## src/rtl/pwm_dp_pkg.sv

```systemverilog
package pwm_dp_pkg;
  typedef struct packed {
    logic qTick;  // a quantum ends this cycle
    logic wrap;   // the position counter returns to zero
    logic clear;  // channel stopped: hold everything at zero
    logic load;   // copy the written values into the active set
  } pwm_strobe_t;
endpackage

```

## src/rtl/pwm_dp_prescale.sv

```systemverilog
module pwm_dp_prescale #(
  parameter int LIN_W   = 8,
  parameter int SHIFT_W = 4
) (
  input  logic               clk,
  input  logic               rstN,
  input  logic               clear,
  input  logic [LIN_W-1:0]   divLin,
  input  logic [SHIFT_W-1:0] divShift,
  output logic               qTick
);
  localparam int SPAN_W = (1 << SHIFT_W) - 1;

  logic [SPAN_W-1:0] shiftCnt;
  logic [SPAN_W-1:0] shiftLimit;
  logic [LIN_W-1:0]  linCnt;
  logic              shiftDone;
  logic              linDone;

  // limit of the power-of-two stage as a thermometer code: 2^divShift - 1
  for (genvar i = 0; i < SPAN_W; i++) begin : g_limit
    assign shiftLimit[i] = (int'(divShift) > i);
  end

  assign shiftDone = (shiftCnt >= shiftLimit);
  assign linDone   = (linCnt >= divLin);
  assign qTick     = !clear && shiftDone && linDone;

  always_ff @(posedge clk or negedge rstN) begin
    if (!rstN) begin
      shiftCnt <= '0;
      linCnt   <= '0;
    end else if (clear) begin
      shiftCnt <= '0;
      linCnt   <= '0;
    end else if (shiftDone) begin
      shiftCnt <= '0;
      linCnt   <= linDone ? '0 : linCnt + 1'b1;
    end else begin
      shiftCnt <= shiftCnt + 1'b1;
    end
  end
endmodule

```

## src/rtl/pwm_dp_ctrl.sv

```systemverilog
module pwm_dp_ctrl
  import pwm_dp_pkg::*;
#(
  parameter int CNT_W = 8
) (
  input  logic             clk,
  input  logic             rstN,
  input  logic             run,
  input  logic             noSync,
  input  logic             qTick,
  input  logic [CNT_W-1:0] actPeriod,
  output logic [CNT_W-1:0] perCnt,
  output pwm_strobe_t      strb
);
  logic atEnd;

  assign atEnd      = (perCnt >= actPeriod);
  assign strb.qTick = qTick;
  assign strb.clear = !run;
  assign strb.wrap  = qTick && atEnd;
  assign strb.load  = !run || noSync || (qTick && atEnd);

  always_ff @(posedge clk or negedge rstN) begin
    if (!rstN) begin
      perCnt <= '0;
    end else if (!run) begin
      perCnt <= '0;
    end else if (qTick) begin
      perCnt <= atEnd ? '0 : perCnt + 1'b1;
    end
  end
endmodule

```

## src/rtl/pwm_dp_datapath.sv

```systemverilog
module pwm_dp_datapath
  import pwm_dp_pkg::*;
#(
  parameter int CNT_W = 8
) (
  input  logic             clk,
  input  logic             rstN,
  input  pwm_strobe_t      strb,
  input  logic [CNT_W-1:0] perCnt,
  input  logic [CNT_W-1:0] newPeriod,
  input  logic [CNT_W-1:0] newRise,
  input  logic [CNT_W-1:0] newFall,
  output logic [CNT_W-1:0] actPeriod,
  output logic [CNT_W-1:0] actRise,
  output logic [CNT_W-1:0] actFall,
  output logic             levelQ
);
  logic inWindow;

  always_comb begin
    if (actRise == actFall)
      inWindow = 1'b1;
    else if (actRise < actFall)
      inWindow = (perCnt >= actRise) && (perCnt < actFall);
    else
      inWindow = (perCnt >= actRise) || (perCnt < actFall);
  end

  always_ff @(posedge clk or negedge rstN) begin
    if (!rstN) begin
      actPeriod <= '0;
      actRise   <= '0;
      actFall   <= '0;
    end else if (strb.load) begin
      actPeriod <= newPeriod;
      actRise   <= newRise;
      actFall   <= newFall;
    end
  end

  always_ff @(posedge clk or negedge rstN) begin
    if (!rstN)           levelQ <= 1'b0;
    else if (strb.clear) levelQ <= 1'b0;
    else                 levelQ <= inWindow;
  end
endmodule

```

## src/rtl/pwm_dual_point.sv

```systemverilog
module pwm_dual_point
  import pwm_dp_pkg::*;
#(
  parameter int CNT_W   = 8,
  parameter int LIN_W   = 8,
  parameter int SHIFT_W = 4
) (
  input  logic               clk,
  input  logic               rstN,
  input  logic [LIN_W-1:0]   cfgDivLin,
  input  logic [SHIFT_W-1:0] cfgDivShift,
  input  logic [CNT_W-1:0]   cfgPeriod,
  input  logic [CNT_W-1:0]   cfgRise,
  input  logic [CNT_W-1:0]   cfgFall,
  input  logic               cfgRun,
  input  logic               cfgDrive,
  input  logic               cfgInvert,
  input  logic               cfgNoSync,
  output logic               pwmOut,
  output logic               pwmOe,
  output logic               pwmLive
);
  pwm_strobe_t      strb;
  logic             qTick;
  logic [CNT_W-1:0] perCnt;
  logic [CNT_W-1:0] actPeriod;
  logic [CNT_W-1:0] actRise;
  logic [CNT_W-1:0] actFall;
  logic             levelQ;

  pwm_dp_prescale #(.LIN_W(LIN_W), .SHIFT_W(SHIFT_W)) u_pre (
    .clk(clk), .rstN(rstN), .clear(!cfgRun),
    .divLin(cfgDivLin), .divShift(cfgDivShift), .qTick(qTick)
  );

  pwm_dp_ctrl #(.CNT_W(CNT_W)) u_ctrl (
    .clk(clk), .rstN(rstN), .run(cfgRun), .noSync(cfgNoSync),
    .qTick(qTick), .actPeriod(actPeriod), .perCnt(perCnt), .strb(strb)
  );

  pwm_dp_datapath #(.CNT_W(CNT_W)) u_dp (
    .clk(clk), .rstN(rstN), .strb(strb), .perCnt(perCnt),
    .newPeriod(cfgPeriod), .newRise(cfgRise), .newFall(cfgFall),
    .actPeriod(actPeriod), .actRise(actRise), .actFall(actFall),
    .levelQ(levelQ)
  );

  // polarity and pin drive act at once, outside the shadowed path
  assign pwmOut  = (cfgDrive & levelQ) ^ cfgInvert;
  assign pwmOe   = cfgDrive;
  assign pwmLive = pwmOut;
endmodule

```

## config.mk

```make
export PLATFORM = sky130hd
export DESIGN_NAME = pwm_dual_point
export DESIGN_NICKNAME = d
export VERILOG_FILES = /design/src/rtl/pwm_dp_pkg.sv /design/src/rtl/pwm_dp_prescale.sv /design/src/rtl/pwm_dp_ctrl.sv /design/src/rtl/pwm_dp_datapath.sv /design/src/rtl/pwm_dual_point.sv
export SDC_FILE = /design/constraint.sdc
export NUM_CORES = 1
export LEC_CHECK = 0
export BUFFER_PORTS_ARGS = -buffer_cell sky130_fd_sc_hd__buf_2
export CORE_MARGIN = 2
export CORE_UTILIZATION = 40
export CTS_CLUSTER_DIAMETER = 30
export DETAILED_ROUTE_END_ITERATION = 16
export GPL_TIMING_DRIVEN = 0
export SYNTH_ARGS = -nofsm -noshare
export SYNTH_HDL_FRONTEND = slang
export SYNTH_SLANG_ARGS = --single-unit
```

## constraint.sdc

```tcl
create_clock -name clk -period 5.3 [get_ports clk]
set_input_delay 0.53 -clock clk [delete_from_list [all_inputs] [get_ports clk]]
set_output_delay 0.53 -clock clk [all_outputs]
set_load 0.05 [all_outputs]
```

* Yosys cells after proc, flatten, opt, wreduce, memory -nomap -nowiden
Cells that the tools add are included.
Storage, ports and cells: logic and storage cells 55, input bits 42, output and inout port bits 3, bits in registers 56
Operators by class: bitwise operators 2, eq/ne operators 3, order comparisons 21, add/sub/neg operators 3, mux-type cells 11, reductions and logical operators 8
Operators by type and width (count):
- 8-bit 2-to-1 mux | 6
- 15-bit 2-to-1 mux | 2
- 4-bit greater-than comparator, second input constant | 7
- 8-bit >= comparator | 3
- 8-bit by 1-bit adder with 8-bit output, second input constant | 2
- 4-bit by 3-bit greater-than comparator with 1-bit output, second input constant | 4
- 8-bit less-than comparator | 2
- 15-bit by 1-bit adder with 15-bit output, second input constant | 1
- 15-bit >= comparator | 1
- 8-bit == test | 1
- 4-bit by 1-bit greater-than comparator with 1-bit output, second input constant | 2
- 4-bit by 2-bit greater-than comparator with 1-bit output, second input constant | 2
- 1-bit logical AND | 4
- 2-bit by 1-bit inequality test with 1-bit output, second input constant | 2
- 1-bit logical OR | 3
- 1-bit 2-to-1 mux | 3
- 1-bit AND | 1
- 1-bit logical NOT | 1
- 1-bit XOR | 1

* Logic depth before layout (Yosys ltp)
depth after elaboration 6, depth in mapped cells 12, depth with buffers taken out 10

* Hierarchy
From an unflattened synthesis, not the netlist that was laid out.
Second synthesis, totals: cell total of the unflattened synthesis 427, area total of the unflattened synthesis 4016.4 µm²
Modules (own cells, without submodules):
- pwm_dp_prescale | seq. area each 575.6 µm², instances 1, cells an instance 200, area an instance 1798.0 µm²
- pwm_dp_datapath | seq. area each 625.6 µm², instances 1, cells an instance 139, area an instance 1436.4 µm²
- pwm_dp_ctrl | seq. area each 200.2 µm², instances 1, cells an instance 83, area an instance 750.7 µm²
- pwm_dual_point | seq. area each 0.0 µm², instances 1, cells an instance 5, area an instance 31.3 µm²

* Least setup slack after synthesis
Ideal clock, no wire load.
kind input -> register, start input port cfgDivShift[2], end register u_dp.actFall[5], stages on the path 11, required time 5.175 ns, buffers on the path 2, path slack 2.020 ns, arrival 3.156 ns, library setup time 0.125 ns, cells stage by stage clkbuf_1 nand2_1 or2_2 ha_1 a211oi_1 nor2_1 a311oi_4 a31oi_4 a211oi_4 buf_6 mux2_2
Between the ends: word-level cells in the longest chain between the ends 6, elaborated cells between the ends (all ways) 20, classes of those cells 16 x order compare; 4 x reduce/logical
RTL lines:
- start: declaration | RTL line pwm_dual_point.sv:11 | input logic [SHIFT_W-1:0] cfgDivShift,
- 4-bit by 1-bit greater-than comparator with 1-bit output, or another cell as far along | RTL line pwm_dp_prescale.sv:22 | assign shiftLimit[i] = (int'(divShift) > i);
- 15-bit >= comparator * | RTL line pwm_dp_prescale.sv:25 | assign shiftDone = (shiftCnt >= shiftLimit);
- 1-bit logical AND * (2 in series) | RTL line pwm_dp_prescale.sv:27 | assign qTick = !clear && shiftDone && linDone;
- 1-bit logical AND *
- 1-bit logical OR * | RTL line pwm_dp_ctrl.sv:21 | assign strb.load = !run || noSync || (qTick && atEnd);
- end signal: assignment | RTL line pwm_dp_datapath.sv:37 | actFall <= newFall;
- end: declaration | RTL line pwm_dp_datapath.sv:15 | output logic [CNT_W-1:0] actFall,
Mark *: on every way between the ends. The rest lies on a longest branch, timed or not. A chain may end at the register's enable or synchronous reset.

* Worst setup path in the final report
start input port cfgDivShift[2], end register u_pre.shiftCnt[6]
Between the ends: word-level cells in the longest chain between the ends 4, elaborated cells between the ends (all ways) 18, classes of those cells 16 x order compare; 2 x mux
RTL lines:
- 4-bit by 1-bit greater-than comparator with 1-bit output, or another cell as far along | RTL line pwm_dp_prescale.sv:22
- 15-bit >= comparator * | RTL line pwm_dp_prescale.sv:25
- 15-bit 2-to-1 mux * | RTL line pwm_dp_prescale.sv:36 | end else if (shiftDone) begin
- 15-bit 2-to-1 mux * | RTL line pwm_dp_prescale.sv:33 | end else if (clear) begin
- end signal: assignment | RTL line pwm_dp_prescale.sv:40 | shiftCnt <= shiftCnt + 1'b1;
- end: declaration | RTL line pwm_dp_prescale.sv:14 | logic [SPAN_W-1:0] shiftCnt;
Marks and branches as above.

==> results by group <==
Status
  – Run status: completed

Timing
  – Setup slack of the critical path after layout: between 1500 and 2000 ps
  – Number of failing setup endpoints in the final timing report: 0
  – Slew Limit Fails: 0
  – Total negative slack for setup checks: 0 ps
  – Setup skew after layout: approximately 12 ps
  – Final min period: roughly 3500 ps
  – Worst relative slew slack: ~53%
  – Part of the cycle the worst path needs: about 66%
  – Least-Margin Pin Slew: about 710 ps
  – RSZ-0062 raised after global routing: false
  – Endpoints failing hold: 0
  – FMAX: around 290 MHz
  – Worst hold slack: approximately 260 ps

Global route
  – Overall fraction of global-route tracks in use: about 16%
  – Total gr overflow: 0
  – Pin count of the biggest net entering global routing: 57
  – Via count of the first global-routing pass: approximately 2,900
  – Wire length of the first global-routing pass: roughly 13,000 um
  – Initial antenna violation count: 0

Yosys
  – Share of synthesized area occupied by flip-flops and latches: between 30% and 40%
  – Area contributors post-synth: dfrtp_1 (36%), ha_1 (18%), mux2_2 (6.7%)
  – Net count after synthesis: 498
  – Mean area per synthesized cell: just under 10 um2
  – Syn. warnings: 0
  – Async SR Flop Fraction: 100%
  – Post-synthesis cell count: 399
  – Count of flip-flops with a built-in enable after synthesis: 0
  – Library cell occupying the most area in the post-synthesis netlist: dfrtp_1
  – Number of distinct standard cells referenced by the synthesized netlist: between 40 and 50
  – Predominant post-synthesis flop cell: dfrtp_1
  – Total of flip-flops plus latches after synthesis: 56
  – Area share of the leading cell type in the synthesized netlist: 36.0%
  – Area of the mapped netlist: around 0.004 mm2

Floorplan
  – Top-level port count: 45
  – Width of the die: between 100 and 150 um
  – Vertical die dimension: approximately 100 um
  – Die footprint: 0.0105 mm2
  – Floorplan core area: 0.00959 mm2
  – Site row count: 36
  – Starting density of the core: between 40% and 50%

Power
  – Largest vdd supply drop: roughly 91 uV
  – PwrDens: between 150 and 200 mW/mm2
  – Leak pwr: approximately 2.1 nW

Clock tree
  – Count of hold buffers inserted by post-cts repair: 0
  – Number of buffers created by CTS: 5
  – Clock transition at the registers of the reported paths: roughly 100 ps
  – Setup bufs post-CTS: 0
  – Maximum clock insertion buffer count: 2
  – Clock H-tree levels: 2
  – CTS tree: done
  – Number of clock sinks seen by CTS: 56
  – Worst skew pair latency: between 300 and 400 ps
  – Total of cells resized after clock tree synthesis: 0
  – Buffer cell driving the clock tree root: clkbuf_8

Route
  – Total iterations of the first detailed-routing run: 4
  – Post-DR wirelength/cell: 13.1 um
  – DRC viols: 0
  – Antenna Nets Post-Route: 0
  – Via count: 2,998
  – Detailed router's first-iteration violation count: 94
  – Total Wirelength: about 7600 um
  – Via/cell ratio: 5.15

Worst setup path
  – WS Path Type: primary input to flop
  – Reg-to-reg startpoint: u_pre.linCnt[0]$_DFFE_PN0P_
  – Startpoint type of the worst setup path: primary input
  – Register-to-register setup slack: between 2000 and 2500 ps
  – Setup crit start: cfgDivShift[2]
  – Data arrival time of the critical path: approximately 3700 ps
  – Maximum fanout along the worst path: 10
  – Critical R2R Capture: u_dp.actRise[1]$_DFFE_PN0P_
  – Required time at the worst-slack endpoint: approximately 5500 ps
  – Worst-case reg-to-reg path depth: 9
  – Category of the worst setup path capture point: flop

Cells and area
  – Count of fill cells added during filler insertion: between 900 and 1,000
  – Diode insertion count for antenna repair: 0
  – Area of combinational cells with multiple inputs: ~0.0023 mm2
  – Sequential cell area: 0.00140 mm2
  – Fraction of layout instances using a drive strength above 1: approximately a fifth
  – Number of nets at the end of the flow: around 550
  – Synth-to-layout area growth: 12.2%

Place
  – Routability cong.: approximately 0.81
  – Worst slack at placement: around 1400 ps
  – Count of input and output buffers: 42
  – Half-perimeter wire length of the detailed placement result: 5940 um

Run
  – Max-cap check violation count: 0

Worst hold path
  – Hold Crit Class: primary input to async pin
worst max-delay path by stage:
| stage | to | slack (ps) | cells after the start |
|---|---|---|---|
| floorplan | u_dp.actFall[5]$_DFFE_PN0P_ | 2020 | 11 |
| global placement | u_pre.shiftCnt[2]$_DFF_PN0_ | 1540 | 12 |
| detailed placement | u_pre.shiftCnt[3]$_DFF_PN0_ | 1430 | 12 |
| CTS | u_pre.shiftCnt[10]$_DFF_PN0_ | 1750 | 12 |
| global route | u_pre.shiftCnt[4]$_DFF_PN0_ | 1410 | 12 |
| finish | u_pre.shiftCnt[6]$_DFF_PN0_ | 1790 | 12 |
registers in the layout, summed over array words and instances (netlist names):
signal          count
u_pre.linCnt        8
u_dp.levelQ         1
u_dp.actPeriod      8
u_dp.actFall        8
u_pre.shiftCnt     15
u_dp.actRise        8
u_ctrl.perCnt       8
cell usage after synthesis (all sizes together), types with 5 or more instances:
| cell type | instances |
|---|---|
| a211oi | 5 |
| a21o | 10 |
| a21oi | 20 |
| and3 | 5 |
| buf | 5 |
| clkbuf | 7 |
| dfrtp | 56 |
| ha | 57 |
| inv | 41 |
| mux2 | 24 |
| nand2 | 23 |
| nand2b | 5 |
| nand3 | 19 |
| nand4 | 10 |
| nor2 | 24 |
| o21ai | 17 |
| o22ai | 10 |
| or3 | 10 |
| xnor2 | 7 |
| xor2 | 5 |
routing by layer:
layer	routed length [um]	vias up	track usage, %
met5	0	-	0
met2	3900	29	27.9
met1	3440	1431	19.6
met4	84	0	4.31
met3	186	7	2.31
li1	-	1531	-
stage by stage:
step	instances	power, mW	cell area, um2	utilization [%]
floorplan	399	0.560	3890	-
global route	582	0.898	4370	45.5
finish	582	0.846	4370	45.5
detailed placement	574	0.611	4270	44.5
CTS	582	0.859	4360	45.5
global placement	574	0.605	4270	44.5
logic make-up (layout without fill, tap and decap cells):
logic type,after synthesis,count (layout),share of synthesized area (%)
and+or+nand+nor,111,111,14.5
AOI/OAI and AO/OA,84,84,15.5
adders and majority gates,57,57,18.3
DFF,56,56,36.0
buffers and inverters,54,104,5.82
muxes,25,25,7.20
xor gates and xnor gates,12,12,2.70
critical path, cell delays in order:
cell and delay (ps):
buf_2 80, clkbuf_1 300, nand2_1 120, or2_2 290, ha_1 290, and4_1 340
and4_1 230, nand4_1 250, nand4_1 290, clkbuf_1 420, clkbuf_1 420, nor2_1 100
cell type report:
type | instances | share of cell area (%)
sequential | 56 | 32.1
clock buffer | 7 | 1.98
timing repair buffer | 42 | 4.87
clock inverter | 1 | 0.172
multi-input combinational | 289 | 51.9
buffer | 12 | 1.58
inverter | 42 | 3.61
tap | 133 | 3.81
layout by cell type (no fill, tap or decap), types with 3 or more instances in the layout:
| cell type | instances |
|---|---|
| a21o_1 | 10 |
| o22ai_1 | 10 |
| dfrtp_1 | 56 |
| buf_4 | 3 |
| xnor2_1 | 7 |
| or2_2 | 3 |
| nand3_1 | 19 |
| xor2_1 | 5 |
| or3_1 | 10 |
| and3_1 | 5 |
| a211oi_1 | 4 |
| mux2_2 | 23 |
| a21oi_1 | 20 |
| inv_1 | 41 |
| clkbuf_1 | 8 |
| ha_1 | 57 |
| nand2_1 | 23 |
| and4_1 | 3 |
| nand4_1 | 10 |
| nand2b_1 | 5 |
| clkbuf_8 | 6 |
| buf_2 | 42 |
| nor3b_1 | 3 |
| o21ai_0 | 17 |
| o31a_1 | 3 |
| nor2_1 | 24 |
power breakdown:
| part | internal (mW) | switching [mW] | total, mW | leakage [nW] |
|---|---|---|---|---|
| combinational | 0.0633 | 0.0786 | 0.142 | 1.38 |
| clock | 0.107 | 0.140 | 0.246 | 0.0445 |
| sequential | 0.445 | 0.0125 | 0.458 | 0.724 |
Note: power is estimated with default switching activity, not from simulation.
